$ cat src/rtl/fxp_to_fp32_pkg.sv
package fxp_to_fp32_pkg;
  // strobes handed from control to datapath
  typedef struct packed {
    logic isZero;
    logic negate;
  } ctrl_t;
endpackage

$ cat src/rtl/fxp_lead_one.sv
module fxp_lead_one #(
  parameter int WIDTH = 32,
  parameter int POS_W = (WIDTH > 1) ? $clog2(WIDTH) : 1
) (
  input  logic [WIDTH-1:0] vecIn,
  output logic [POS_W-1:0] leadPos,
  output logic             leadFound
);
  // highest set bit wins: later iterations overwrite earlier ones
  always_comb begin
    leadPos   = '0;
    leadFound = 1'b0;
    for (int i = 0; i < WIDTH; i++) begin
      if (vecIn[i]) begin
        leadPos   = POS_W'(i);
        leadFound = 1'b1;
      end
    end
  end
endmodule

$ cat src/rtl/fxp_ctrl.sv
module fxp_ctrl
  import fxp_to_fp32_pkg::*;
#(
  parameter int FIXED_SIZE = 32
) (
  input  logic [FIXED_SIZE-1:0] fixedIn,
  output ctrl_t                 ctrl
);
  always_comb begin
    ctrl.isZero = ~|fixedIn;
    ctrl.negate = fixedIn[FIXED_SIZE-1];
  end
endmodule

$ cat src/rtl/fxp_datapath.sv
module fxp_datapath
  import fxp_to_fp32_pkg::*;
#(
  parameter int FLOAT_SIZE = 32,
  parameter int MANT_BITS  = 23,
  parameter int EXP_BITS   = 8,
  parameter int FIXED_SIZE = 32,
  parameter int RADIX_POS  = 20
) (
  input  logic [FIXED_SIZE-1:0] fixedIn,
  input  ctrl_t                 ctrl,
  output logic [FLOAT_SIZE-1:0] floatOut
);
  localparam int POS_W  = (FIXED_SIZE > 1) ? $clog2(FIXED_SIZE) : 1;
  localparam int BIAS   = (1 << (EXP_BITS - 1)) - 1;
  localparam int FRAC_W = FIXED_SIZE - 1;
  localparam int EXT_W  = FIXED_SIZE + MANT_BITS;

  logic [FIXED_SIZE-1:0] magnitude;
  logic [POS_W-1:0]      leadPos;
  logic                  leadFound;
  logic [POS_W-1:0]      shiftAmt;
  logic [FIXED_SIZE-1:0] normWord;
  logic [EXT_W-1:0]      fracExt;
  logic [MANT_BITS-1:0]  mantissa;
  logic [EXP_BITS-1:0]   expField;
  int                    expVal;

  // unsigned magnitude; most negative value stays 100..0, read as unsigned
  assign magnitude = ctrl.negate ? (~fixedIn + FIXED_SIZE'(1)) : fixedIn;

  fxp_lead_one #(.WIDTH(FIXED_SIZE), .POS_W(POS_W)) uLead (
    .vecIn    (magnitude),
    .leadPos  (leadPos),
    .leadFound(leadFound)
  );

  // move the leading one to the top bit, then take the bits below it
  always_comb begin
    shiftAmt = POS_W'(FRAC_W) - leadPos;
    normWord = magnitude << shiftAmt;
    fracExt  = {normWord, {MANT_BITS{1'b0}}};
    mantissa = MANT_BITS'(fracExt >> FRAC_W);
    expVal   = BIAS + int'(leadPos) - RADIX_POS;
    expField = EXP_BITS'(expVal);
  end

  always_comb begin
    if (ctrl.isZero || !leadFound) floatOut = '0;
    else                           floatOut = {ctrl.negate, expField, mantissa};
  end
endmodule

$ cat src/rtl/fxp_to_fp32.sv
module fxp_to_fp32
  import fxp_to_fp32_pkg::*;
#(
  parameter int FLOAT_SIZE = 32,
  parameter int MANT_BITS  = 23,
  parameter int EXP_BITS   = 8,
  parameter int FIXED_SIZE = 32,
  parameter int RADIX_POS  = 20
) (
  input  logic [FIXED_SIZE-1:0] fixedIn,
  output logic [FLOAT_SIZE-1:0] floatOut
);
  ctrl_t ctrl;

  fxp_ctrl #(.FIXED_SIZE(FIXED_SIZE)) uCtrl (
    .fixedIn(fixedIn),
    .ctrl   (ctrl)
  );

  fxp_datapath #(
    .FLOAT_SIZE(FLOAT_SIZE), .MANT_BITS(MANT_BITS), .EXP_BITS(EXP_BITS),
    .FIXED_SIZE(FIXED_SIZE), .RADIX_POS(RADIX_POS)
  ) uData (
    .fixedIn (fixedIn),
    .ctrl    (ctrl),
    .floatOut(floatOut)
  );
endmodule

$ cat config.mk
export PLATFORM = sky130hd
export DESIGN_NAME = fxp_to_fp32
export DESIGN_NICKNAME = d
export VERILOG_FILES = /design/src/rtl/fxp_to_fp32_pkg.sv /design/src/rtl/fxp_lead_one.sv /design/src/rtl/fxp_ctrl.sv /design/src/rtl/fxp_datapath.sv /design/src/rtl/fxp_to_fp32.sv
export SDC_FILE = /design/constraint.sdc
export NUM_CORES = 1
export LEC_CHECK = 0
export CAP_MARGIN = 0
export CELL_PAD_IN_SITES_DETAIL_PLACEMENT = 1
export CELL_PAD_IN_SITES_GLOBAL_PLACEMENT = 1
export CORE_AREA = 2 2 114 116
export DETAILED_ROUTE_END_ITERATION = 10
export DIE_AREA = 0 0 116 118
export PLACE_DENSITY = 0.72
export SETUP_SLACK_MARGIN = 0.1
export SYNTH_ARGS = -nofsm -noshare
export SYNTH_HDL_FRONTEND = slang
export SYNTH_HIERARCHICAL = 1
export SYNTH_SLANG_ARGS = --single-unit
$ cat constraint.sdc
create_clock -name vclk -period 6.3
set_clock_uncertainty 0.1 [all_clocks]
set_input_delay 0.63 -clock vclk [all_inputs]
set_output_delay 0.63 -clock vclk [all_outputs]
set_load 0.05 [all_outputs]
Word level (Yosys, flattened, before mapping) --
Cells that the tools add are included.
Storage, ports and cells: bits of input ports 32, output and inout port bits 32, word-level logic and storage cells 75, register bits after elaboration 0
Cells by class: bitwise gates (word level) 1, mux-type cells 65, shift-type cells 1, add/sub/neg operators 4, reduce and logical (&&, ||, !) cells 4
Operators by type and width (number):
- 5-bit 2-to-1 mux | 30
- 32-bit 2-to-1 mux | 2
- 1-bit 2-to-1 mux | 33
- 32-bit by 1-bit adder with 32-bit output, second input constant | 1
- 32-bit NOT | 1
- 32-bit OR reduction | 1
- 32-bit by 5-bit << shifter with 31-bit output | 1
- 7-bit by 5-bit adder with 8-bit output, first input constant | 1
- 8-bit by 6-bit subtractor with 8-bit output, second input constant | 1
- 5-bit subtractor, first input constant | 1
- 1-bit zero test | 2
- 1-bit logical OR | 1

Longest topological paths before layout --
word-level depth 38, mapped depth 22, gate-level depth less buffers 19

Cells and area by module --
Netlist, hierarchy kept.
Modules (own cells, without submodules):
- fxp_datapath | cells an instance 457, instances 1, sequential area each 0.0 µm², area an instance 3100.5 µm²
- fxp_lead_one | cells an instance 62, instances 1, sequential area each 0.0 µm², area an instance 357.8 µm²
- fxp_ctrl | cells an instance 12, instances 1, sequential area each 0.0 µm², area an instance 80.1 µm²

Worst setup path before layout --
Ideal clock, no wire load.
path type input-to-output, start in fixedIn[5], end out floatOut[16], arrival time 6791 ps, stages on the path 19, data required time 5570 ps, buffers on the path 5, setup slack -1221 ps, cells stage by stage buf_2 or3_4 buf_6 o41ai_2 xor2_1 inv_2 or3_1 a221o_1 a21oi_1 o221ai_1 a21oi_1 clkbuf_1 clkbuf_1 buf_1 nand2_1 nor3_1 a21oi_1 nor2b_1 a2111oi_0
On the way: elaborated cells between the ends (all ways) 64, those cells by class 2 x add/sub; 1 x shift; 56 x mux; 1 x bitwise; 4 x reduce/logical
RTL lines:
- from (decl) | RTL line fxp_to_fp32.sv:10 | input logic [FIXED_SIZE-1:0] fixedIn,
- 32-bit NOT | RTL line fxp_datapath.sv:30 | assign magnitude = ctrl.negate ? (~fixedIn + FIXED_SIZE'(1)) : fixedIn;
- 32-bit by 1-bit adder with 32-bit output | RTL line fxp_datapath.sv:30
- 32-bit 2-to-1 mux | RTL line fxp_datapath.sv:30
- via uData.magnitude[14] | RTL line fxp_datapath.sv:19 | logic [FIXED_SIZE-1:0] magnitude;
- 5-bit 2-to-1 mux (18 in a row) | RTL line fxp_lead_one.sv:14 | if (vecIn[i]) begin
- via uData.leadPos[0] | RTL line fxp_datapath.sv:20 | logic [POS_W-1:0] leadPos;
- 5-bit subtractor | RTL line fxp_datapath.sv:40 | shiftAmt = POS_W'(FRAC_W) - leadPos;
- 32-bit by 5-bit << shifter with 31-bit output | RTL line fxp_datapath.sv:41 | normWord = magnitude << shiftAmt;
- 32-bit 2-to-1 mux | RTL line fxp_datapath.sv:49 | if (ctrl.isZero || !leadFound) floatOut = '0;
- to (decl) | RTL line fxp_to_fp32.sv:11 | output logic [FLOAT_SIZE-1:0] floatOut
The timed path passes the listed nets, and every way through them passes these cells.

Final worst setup path --
start in fixedIn[12], end out floatOut[15]
The elaborated chain is that of the path after synthesis.

==> flow_summary.toml <==
[setup_path]
cpMaxStageDelayCell = "or4_4"
crit_family = "compound AO/OA/AOI/OAI gates"
cpMostUsedCell = "inv_2"
path_depth = 20
end_kind = "output port"
critical_path_buf_inv_count = 5
cp_cell_sequence = "clkdlybuf4s50_1 > or4_4 > o41ai_4 > xor2_1 > inv_2 > or3_1 > a221o_1 > a21oi_2 > o221ai_2 > a21oi_4 > inv_2 > buf_12 > a31oi_2 > a32oi_2 > or2_2 > mux4_2 > a21oi_1 > a31oi_1 > o2111a_1 > buf_4"
cp.required_ps = 5570
crit_fanout = 24
crit_path_end = "floatOut[15]"
cp_data_arrival_time_ps = 5390
crit_start = "fixedIn[12]"
slowest_delay_ps = 540
critPathLaunchType = "primary input"
path_class = "in -> out"

[logic_synthesis]
synth-simple-area-share_pct = 34.51
synth_top_family_by_area = "simple AND/OR/NAND/NOR gates"
synth_top_cell_area_share_pct = 7.001
syn-instance-count = 531
synth_nets = 565
yosys_warnings = 6
syn-cell-area_mm2 = 0.003538
ys_types = 82
synth.yosys.seq_area_share_pct = 0
synth.avg_cell_area_um2 = 6.664
synth_fa_ha_area_share_pct = 0.7072
synth_xor_area_share_pct = 7.426
ys_top_cells_by_area = "mux4_2 7.0%, nor2_1 6.8%, mux2i_1 5.9%, xnor2_1 5.0%, a21oi_1 4.2%"
synth_compound_area_share_pct = 32.11
synth_mux_area_share_pct = 16.65
yosys.area.top_type = "mux4_2"

[global_routing]
antenna_found_initial = 0
grt.overflow.total = 0
grt_pass1_wl_um = 27390
grt_pass1_vias = 5045
grt_util_all_layers_pct = 24.43
grt_start_max_net_pins = 31

[run_status]
status = "completed"

[power_and_ir_drop]
p_leak_uw = 0.002206
power.switching_uw = 543.4
ir_worst_vdd_mv = 0.06662
p_int_uw = 396.8
comb_power_share_pct = 100.0
clockPowerShare_pct = 0
swShare_pct = 57.80
p_seq_share_pct = 0
power_density_mw_per_mm2 = 170.4

[sta]
min_period_ps = 6116
rsz0062_at_grt = "true"
worst_pin_slew_ps = 875.6
finalSetupViolCount = 0
slew_headroom_pct = 41.51
finalCritPeriodShare_pct = 97.07
worst_slack_ps = 184.4
max_freq_mhz = 163.5
hold_violations = 0
finalMaxSlewViolations = 0
tns_ps = 0

[placed_design]
io_buffers = 64
pre_cts_slack_ps = -38.34
dpl.hpwl_um = 13780
place_congestion = 0.9351
dp.cells = 807

[die]
core-area_mm2 = 0.01241
die_h_um = 118
ios = 64
die_w_um = 116
start_util_pct = 28.50
row_count = 41
die_area_mm2 = 0.01369

[finish]
num-nets-final = 688
num-clock-buffers = 0
layout_common_cells = "111 x buf_4, 63 x nor2_1, 38 x nand2_1"
area_delta_synth_final_pct = 55.91
ff_latch_area_um2 = 0
fill_cells = 1587
final_cells = 824
diodes = 0
final_common_cell = "buf_4"
drive_gt1_share_pct = 36.35
flops_and_latches = 0

[worst_hold_path]
hold_depth = 6
hp-class = "in -> out"

[drt]
drt-total-wl_um = 17750
avgRoutedWirePerCell_um = 21.54
drt-initial-drc-count = 410
drc_errors = 0
detailedRoute.firstPassIterationCount = 5
viasPerCell = 6.103
vias = 5029
ant_nets = 0

[job]
maxCapViolCount = 0

[clock_tree]
cts_hold_buf = 0
==> metrics by stage <==
step | area, um2 | utilization (%) | power, uW | hold WS, ps
6_report | 5517 | 44.44 | 940.2 | 2065
5_1_grt | 5517 | 44.44 | 988.6 | 2116
4_1_cts | 5146 | 41.45 | 885.7 | 2437
3_5_place_dp | 5037 | 40.58 | 871.8 | 2434
3_3_place_gp | 5037 | 40.58 | 857.4 | 2385
2_1_floorplan | 3575 | - | 506.4 | 1638
==> worst min-delay path by stage <==
stage	slack, ps	from	end
floorplan	1640	fixedIn[0]	floatOut[0]
global placement	2380	fixedIn[0]	floatOut[0]
detailed placement	2430	fixedIn[0]	floatOut[1]
CTS	2440	fixedIn[0]	floatOut[1]
global route	2120	fixedIn[0]	floatOut[1]
finish	2060	fixedIn[0]	floatOut[1]
==> per-layer routing <==
layer	routed length [um]	up-vias	track usage, %
met1	7504	2529	34.04
met4	279	0	2.902
met3	947	30	1.030
met2	9015	188	42.65
li1	-	2282	-
met5	0	-	0
==> power groups by stage <==
stage                     Sequential [uW]  Clock (uW)  Combinational, uW
final                                   0           0                940
after global placement                  0           0                857
after CTS                               0           0                886
after global routing                    0           0                989
after detailed placement                0           0                872
after floorplan                         0           0                506
==> Yosys cell counts, drive strengths merged, types with 4 or more instances <==
cell,number
or3,10
o221ai,6
nor4,27
nand2b,8
a31oi,6
nor2,64
o22ai,6
mux2i,21
nand2,39
or4,7
nor2b,9
xnor2,20
o311ai,5
inv,27
mux4,11
xor2,10
nor3,25
o21ai,22
buf,16
a22oi,4
nand4,7
mux2,11
clkbuf,30
o41ai,7
o31ai,12
or2,5
nand3,14
a211oi,5
a21oi,31
o211ai,5
==> worst min-delay path, stage by stage <==
cell,delay (ps)
dlymetal6s2s_1,110
buf_4,170
mux2_2,220
a22oi_2,100
nor2_1,90
buf_4,200
==> final cells by class <==
cell class                      instances  area (um2)  area share, %
Tap cell                              172       215.2          3.901
Timing Repair Buffer                  167        1607          29.12
Multi-Input combinational cell        457        3586          65.00
Inverter                               28       108.9          1.973
==> what timing repair did <==
action                     in CTS  in global routing
setup endpoints to repair      12                 25
resized for setup              15                 59
gates cloned                    0                  0
pin swaps                       3                 22
hold endpoints to repair        0                  0
setup buffers                   5                 12
==> logic make-up (layout without fill, tap and decap cells) <==
| family | Yosys count | count (layout) |
|---|---|---|
| muxes | 43 | 43 |
| xor gates and xnor gates | 30 | 30 |
| buffers and inverters | 74 | 195 |
| adders and majority gates | 2 | 2 |
| and+or+nand+nor | 227 | 227 |
| AOI/OAI and AO/OA | 155 | 155 |
No activity file was read; power rests on OpenSTA's default activity.
